## src/rtl/memerr_pkg.sv

```systemverilog
package memerr_pkg;

    localparam int CLIENT_W  = 6;
    localparam int WORD_W    = 32;
    localparam int NUM_KINDS = 3;
    localparam int REG_IDX_W = 3;

    localparam int KIND_DECODE = 0;
    localparam int KIND_PAGE   = 1;
    localparam int KIND_SECURE = 2;

    localparam logic [REG_IDX_W-1:0] IDX_IRQ_STAT = 3'd0;
    localparam logic [REG_IDX_W-1:0] IDX_IRQ_MASK = 3'd1;

    typedef struct packed {
        logic                write;
        logic                subtype;
        logic [CLIENT_W-1:0] client;
    } err_info_t;

    // Each fault kind has its own status-word layout.
    function automatic logic [WORD_W-1:0] pack_status(input int kind, input err_info_t info);
        logic [WORD_W-1:0] w;
        w = '0;
        case (kind)
            KIND_PAGE: begin
                w[0]            = info.write;
                w[CLIENT_W:1]   = info.client;
            end
            KIND_SECURE: begin
                w[CLIENT_W-1:0] = info.client;
                w[30]           = info.subtype;
                w[31]           = info.write;
            end
            default: begin
                w[CLIENT_W-1:0] = info.client;
                w[31]           = info.write;
            end
        endcase
        return w;
    endfunction

    function automatic logic [REG_IDX_W-1:0] stat_index(input int kind);
        return REG_IDX_W'(2 + 2 * kind);
    endfunction

endpackage

```

## src/rtl/memerr_slot.sv

```systemverilog
module memerr_slot
    import memerr_pkg::*;
#(
    parameter int ADDR_W = 32,
    parameter int KIND   = KIND_DECODE
) (
    input  logic              clk,
    input  logic              rst,
    input  logic              err_valid,
    input  err_info_t         err_info,
    input  logic [ADDR_W-1:0] err_addr,
    input  logic              clear,
    output logic              pending,
    output logic [WORD_W-1:0] stat_word,
    output logic [WORD_W-1:0] addr_word
);

    logic              pending_q;
    err_info_t         info_q;
    logic [ADDR_W-1:0] addr_q;
    logic              take;

    // A slot accepts a fault when it is free or is being freed this cycle.
    assign take = err_valid && (!pending_q || clear);

    always_ff @(posedge clk) begin
        if (rst) begin
            pending_q <= 1'b0;
            info_q    <= '0;
            addr_q    <= '0;
        end else begin
            if (take) begin
                pending_q <= 1'b1;
                info_q    <= err_info;
                addr_q    <= err_addr;
            end else if (clear) begin
                pending_q <= 1'b0;
            end
        end
    end

    always_comb begin
        addr_word              = '0;
        addr_word[ADDR_W-1:0]  = addr_q;
    end

    assign stat_word = pack_status(KIND, info_q);
    assign pending   = pending_q;

endmodule

```

## src/rtl/memerr_regs.sv

```systemverilog
module memerr_regs
    import memerr_pkg::*;
(
    input  logic                                clk,
    input  logic                                rst,
    input  logic                                reg_wr_en,
    input  logic                                reg_rd_en,
    input  logic [REG_IDX_W-1:0]                reg_idx,
    input  logic [WORD_W-1:0]                   reg_wdata,
    input  logic [NUM_KINDS-1:0]                pending,
    input  logic [NUM_KINDS-1:0][WORD_W-1:0]    stat_words,
    input  logic [NUM_KINDS-1:0][WORD_W-1:0]    addr_words,
    output logic [NUM_KINDS-1:0]                clear_vec,
    output logic [NUM_KINDS-1:0]                mask,
    output logic [WORD_W-1:0]                   reg_rdata,
    output logic                                reg_rd_valid
);

    logic [NUM_KINDS-1:0] mask_q;
    logic [WORD_W-1:0]    rd_mux;
    logic [WORD_W-1:0]    rdata_q;
    logic                 rvalid_q;

    assign clear_vec = (reg_wr_en && reg_idx == IDX_IRQ_STAT) ? reg_wdata[NUM_KINDS-1:0] : '0;

    always_comb begin
        rd_mux = '0;
        if (reg_idx == IDX_IRQ_STAT) begin
            rd_mux[NUM_KINDS-1:0] = pending;
        end else if (reg_idx == IDX_IRQ_MASK) begin
            rd_mux[NUM_KINDS-1:0] = mask_q;
        end
        for (int k = 0; k < NUM_KINDS; k++) begin
            if (reg_idx == stat_index(k))                    rd_mux = stat_words[k];
            if (reg_idx == stat_index(k) + REG_IDX_W'(1))    rd_mux = addr_words[k];
        end
    end

    always_ff @(posedge clk) begin
        if (rst) begin
            mask_q   <= '0;
            rdata_q  <= '0;
            rvalid_q <= 1'b0;
        end else begin
            if (reg_wr_en && reg_idx == IDX_IRQ_MASK) mask_q <= reg_wdata[NUM_KINDS-1:0];
            rvalid_q <= reg_rd_en;
            if (reg_rd_en) rdata_q <= rd_mux;
        end
    end

    assign mask         = mask_q;
    assign reg_rdata    = rdata_q;
    assign reg_rd_valid = rvalid_q;

endmodule

```

## src/rtl/memerr_irq.sv

```systemverilog
module memerr_irq
    import memerr_pkg::*;
(
    input  logic                 clk,
    input  logic                 rst,
    input  logic [NUM_KINDS-1:0] pending,
    input  logic [NUM_KINDS-1:0] mask,
    output logic                 irq
);

    logic irq_q;

    always_ff @(posedge clk) begin
        if (rst) irq_q <= 1'b0;
        else     irq_q <= |(pending & mask);
    end

    assign irq = irq_q;

endmodule

```

## src/rtl/memerr_unit.sv

```systemverilog
module memerr_unit
    import memerr_pkg::*;
#(
    parameter int ADDR_W = 32
) (
    input  logic                 clk,
    input  logic                 rst,
    input  logic                 dec_err_valid,
    input  logic [CLIENT_W-1:0]  dec_err_client,
    input  logic                 dec_err_write,
    input  logic [ADDR_W-1:0]    dec_err_addr,
    input  logic                 page_err_valid,
    input  logic [CLIENT_W-1:0]  page_err_client,
    input  logic                 page_err_write,
    input  logic [ADDR_W-1:0]    page_err_addr,
    input  logic                 sec_err_valid,
    input  logic [CLIENT_W-1:0]  sec_err_client,
    input  logic                 sec_err_write,
    input  logic                 sec_err_kind,
    input  logic [ADDR_W-1:0]    sec_err_addr,
    input  logic                 reg_wr_en,
    input  logic                 reg_rd_en,
    input  logic [REG_IDX_W-1:0] reg_idx,
    input  logic [WORD_W-1:0]    reg_wdata,
    output logic [WORD_W-1:0]    reg_rdata,
    output logic                 reg_rd_valid,
    output logic                 irq
);

    logic [NUM_KINDS-1:0]             err_valid;
    err_info_t                        err_info [NUM_KINDS];
    logic [ADDR_W-1:0]                err_addr [NUM_KINDS];
    logic [NUM_KINDS-1:0]             pending;
    logic [NUM_KINDS-1:0]             clear_vec;
    logic [NUM_KINDS-1:0]             mask;
    logic [NUM_KINDS-1:0][WORD_W-1:0] stat_words;
    logic [NUM_KINDS-1:0][WORD_W-1:0] addr_words;

    assign err_valid = {sec_err_valid, page_err_valid, dec_err_valid};

    assign err_info[KIND_DECODE] = '{write: dec_err_write,  subtype: 1'b0,         client: dec_err_client};
    assign err_info[KIND_PAGE]   = '{write: page_err_write, subtype: 1'b0,         client: page_err_client};
    assign err_info[KIND_SECURE] = '{write: sec_err_write,  subtype: sec_err_kind, client: sec_err_client};

    assign err_addr[KIND_DECODE] = dec_err_addr;
    assign err_addr[KIND_PAGE]   = page_err_addr;
    assign err_addr[KIND_SECURE] = sec_err_addr;

    for (genvar g = 0; g < NUM_KINDS; g++) begin : g_slot
        memerr_slot #(
            .ADDR_W (ADDR_W),
            .KIND   (g)
        ) u_slot (
            .clk       (clk),
            .rst       (rst),
            .err_valid (err_valid[g]),
            .err_info  (err_info[g]),
            .err_addr  (err_addr[g]),
            .clear     (clear_vec[g]),
            .pending   (pending[g]),
            .stat_word (stat_words[g]),
            .addr_word (addr_words[g])
        );
    end

    memerr_regs u_regs (
        .clk          (clk),
        .rst          (rst),
        .reg_wr_en    (reg_wr_en),
        .reg_rd_en    (reg_rd_en),
        .reg_idx      (reg_idx),
        .reg_wdata    (reg_wdata),
        .pending      (pending),
        .stat_words   (stat_words),
        .addr_words   (addr_words),
        .clear_vec    (clear_vec),
        .mask         (mask),
        .reg_rdata    (reg_rdata),
        .reg_rd_valid (reg_rd_valid)
    );

    memerr_irq u_irq (
        .clk     (clk),
        .rst     (rst),
        .pending (pending),
        .mask    (mask),
        .irq     (irq)
    );

endmodule

```

## config.mk

```make
export PLATFORM = sky130hd
export DESIGN_NAME = memerr_unit
export DESIGN_NICKNAME = d
export VERILOG_FILES = /design/src/rtl/memerr_pkg.sv /design/src/rtl/memerr_slot.sv /design/src/rtl/memerr_regs.sv /design/src/rtl/memerr_irq.sv /design/src/rtl/memerr_unit.sv
export SDC_FILE = /design/constraint.sdc
export NUM_CORES = 1
export LEC_CHECK = 0
export CORE_MARGIN = 5
export CORE_UTILIZATION = 40
export DETAILED_ROUTE_END_ITERATION = 10
export HOLD_SLACK_MARGIN = 0.03
export PLACE_DENSITY_LB_ADDON = 0.2
export REMOVE_ABC_BUFFERS = 1
export SYNTH_ARGS = -nofsm -noshare
export SYNTH_HDL_FRONTEND = slang
export SYNTH_SLANG_ARGS = --single-unit
```

## constraint.sdc

```tcl
create_clock -name clk -period 1.75 [get_ports clk]
set_clock_uncertainty 0.05 [all_clocks]
set_input_delay 0.35 -clock clk [delete_from_list [all_inputs] [get_ports clk]]
set_output_delay 0.35 -clock clk [all_outputs]
set_load 0.01 [all_outputs]
```

==> run summary <==
Initial antenna violation count - 1
Worst path bufs/invs - 1
Final WL - 19,300 microns
Mapped cell area - 0.00773 sq mm
Met2 usage - 0.266
Initial Util - 0.409
CP Capture Type - output port
Boundary Pins - 194
Die area - 0.0222 sq mm
GRT Util Overall - 0.177
CP required - 1.35 ns
Critical path origin - u_regs.reg_rdata[13]
Fin util - 0.553
Core box area - 0.0189 sq mm
Crit path time final - 1.71 ns
CP Class - flip-flop to output port
Warnings, synthesis - 0
Sequential fraction of the synthesis area - 0.409
Power, Total - 9.27 mW
Pin count of the biggest net entering global routing - 94
Prevailing post-synth register cell - dfxtp_1
Worst Hold Launch - rst
Die Ht - 149 microns
Met1 usage - 0.254
Clk root buf - clkbuf_16
# diodes - 0
First-pass GRT wire length - 31,400 microns
Post-CTS Hold Fix Bufs - 0
IO Port Bufs - 164
CP max stage delay - 0.55 ns
Status - finished clean
Critical path, cell by cell - clkdlybuf4s50_1
Worst EP arrival - 1.31 ns
CTS tree - done
Register area - 0.00316 sq mm
Worst min path class - input port to flip-flop
Clock Path Buffers - 2
Max-slew headroom - 0.766
Final setup violation count - 0
Yosys cell types - 34
Via-to-Cell Ratio - 4.76
Antenna viol nets, final - 0
CP Max Fanout - 2
Max Cap Viol - 0
DPL Wire Length - 13,300 microns
Lkg Pwr - 4.29 nW
Clock Latency Late Sink - 0.42 ns
DR DRC count - 0
Vias post-DR - 5,815
Postcts setup bufs - 0
GP Congestion - 0.804
Vias in the first global route - 5,969
Clock transition at path regs - 0.06 ns
Unrepaired setup endpoints after global routing - false
Flop-to-flop setup slack - 0.47 ns
Area of the multi-input gates - 0.00420 sq mm
Tcrit/Tclk final - 0.977
CTS H-tree depth - 4
Largest delay share family, worst path - buffers and inverters
CP max-delay cell - clkdlybuf4s50_1
Fin nets - 1,110
Hold_ws - 0.156 ns
Syn Area/Cell - 9.70 sq um
FF+latch count, synth - 158
Gr ovfl total - 0
Routed WL per cell - 15.8 microns
Worst setup SP type - flip-flop
Fill cells - 1,716
Area Overhead vs Synth - 35.2%
Site row count - 50
DRT Pass-1 Iters - 5
Die W - 149 microns
Slew @ Worst Pin - 0.351 ns
RR Startpoint - g_slot[1].u_slot.pending
Pwr/cell area - 887 mW/mm^2
Number of CTS-inserted buffers - 17
Layer with the highest usage - met2
Grt met3 use - 0.0492
DR iter-0 viols - 363
Layout cell share with drive strength beyond 1 - 0.118
Count of final max-slew check failures - 0
Post-synth ARST share - 0
Peak supply drop - 0.652 mV
Cells after Synth - 797
# resized after CTS - 7
# clock sinks - 158
Max Fclk - 585 MHz
Post-synth EDFFs - 0
Fin. Hold Viols - 0
registers in the layout, indices dropped and copies added (netlist names):
register	count
g_slot.u_slot.pending	3
g_slot.u_slot.stat_word	22
u_regs.reg_rd_valid	1
u_irq.irq	1
u_regs.mask	3
g_slot.u_slot.addr_word	96
u_regs.reg_rdata	32
kinds of logic after synthesis:
kind of cell / count (synthesis) / share of synthesized area
simple gates: 334 / 0.254
flops: 158 / 0.409
compound gates: 77 / 0.0688
mux: 156 / 0.216
buf+inv: 72 / 0.0518
cell usage in the layout, fill, tap and decap left out, types with 2 or more instances in the layout:
cell type and instances:
nand2b_1 238, dfxtp_1 158, clkdlybuf4s50_1 140, mux2i_1 122
nor2_1 47, a21oi_1 29, mux2_2 28, nor2b_1 28
a22o_1 23, buf_4 22, clkbuf_16 17, buf_12 15
dlymetal6s2s_1 13, o22ai_1 10, nand2_1 7, dlygate4sd2_1 7
mux4_2 6, inv_1 5, bufinv_16 5, nor3_1 4
clkinv_2 4, a21boi_1 3, nor2b_4 3, o21ai_0 3
o221a_2 3, buf_2 3, nand3_1 2, clkinvlp_4 2
Yosys cell counts (all sizes together), types with 2 or more instances:
master	number	area share
o221a	3	0.0044
inv	5	0.0024
nor2b	32	0.026
nand3	2	0.0013
mux2	28	0.041
nor3	4	0.0026
buf	27	0.030
mux2i	122	0.16
nand2	7	0.0034
dfxtp	158	0.41
o22ai	10	0.0081
a21boi	3	0.0029
a22o	23	0.026
a21oi	29	0.019
o21ai	3	0.0019
mux4	6	0.017
nand2b	238	0.19
clkbuf	40	0.019
nor2	47	0.023
cell type report:
class	count	share of cell area
timing repair buffer	201	0.203
clock inverter	12	0.0186
sequential	158	0.303
clock buffer	18	0.0420
tap	260	0.0311
inverter	5	0.00180
multi-input combinational	567	0.401
where the power goes:
part / switching (mW) / internal (mW)
registers: 0.106 / 3.80
logic: 0.550 / 0.791
clock network: 1.47 / 2.54
total: 2.13 / 7.14
metal layers:
layer  up-vias  wire, microns
met2       146           8380
met3        12           1150
met4         2            113
li1       2973              -
met1      2682           9650
met5         -             11
through the flow:
stage | std cells | setup TNS, ns | setup slack (ns) | area, sq um
floorplan | 730 | -238.34 | -2.07 | 7350
global placement | 1191 | -45.40 | -0.375 | 9800
detailed placement | 1191 | -47.12 | -0.428 | 9800
CTS | 1221 | 0 | 0.00808 | 10400
global route | 1221 | 0 | 0.000552 | 10500
finish | 1221 | 0 | 0.0403 | 10500
final timing paths:
| kind | end | cells after the start |
|---|---|---|
| hold reg to reg | g_slot[1].u_slot.stat_word[5] | 2 |
| hold / removal | u_regs.reg_rdata[11] | 2 |
| setup / recovery | reg_rdata[13] | 1 |
| setup reg to reg | g_slot[1].u_slot.addr_word[30] | 4 |
No activity file was read; power rests on OpenSTA's default activity.
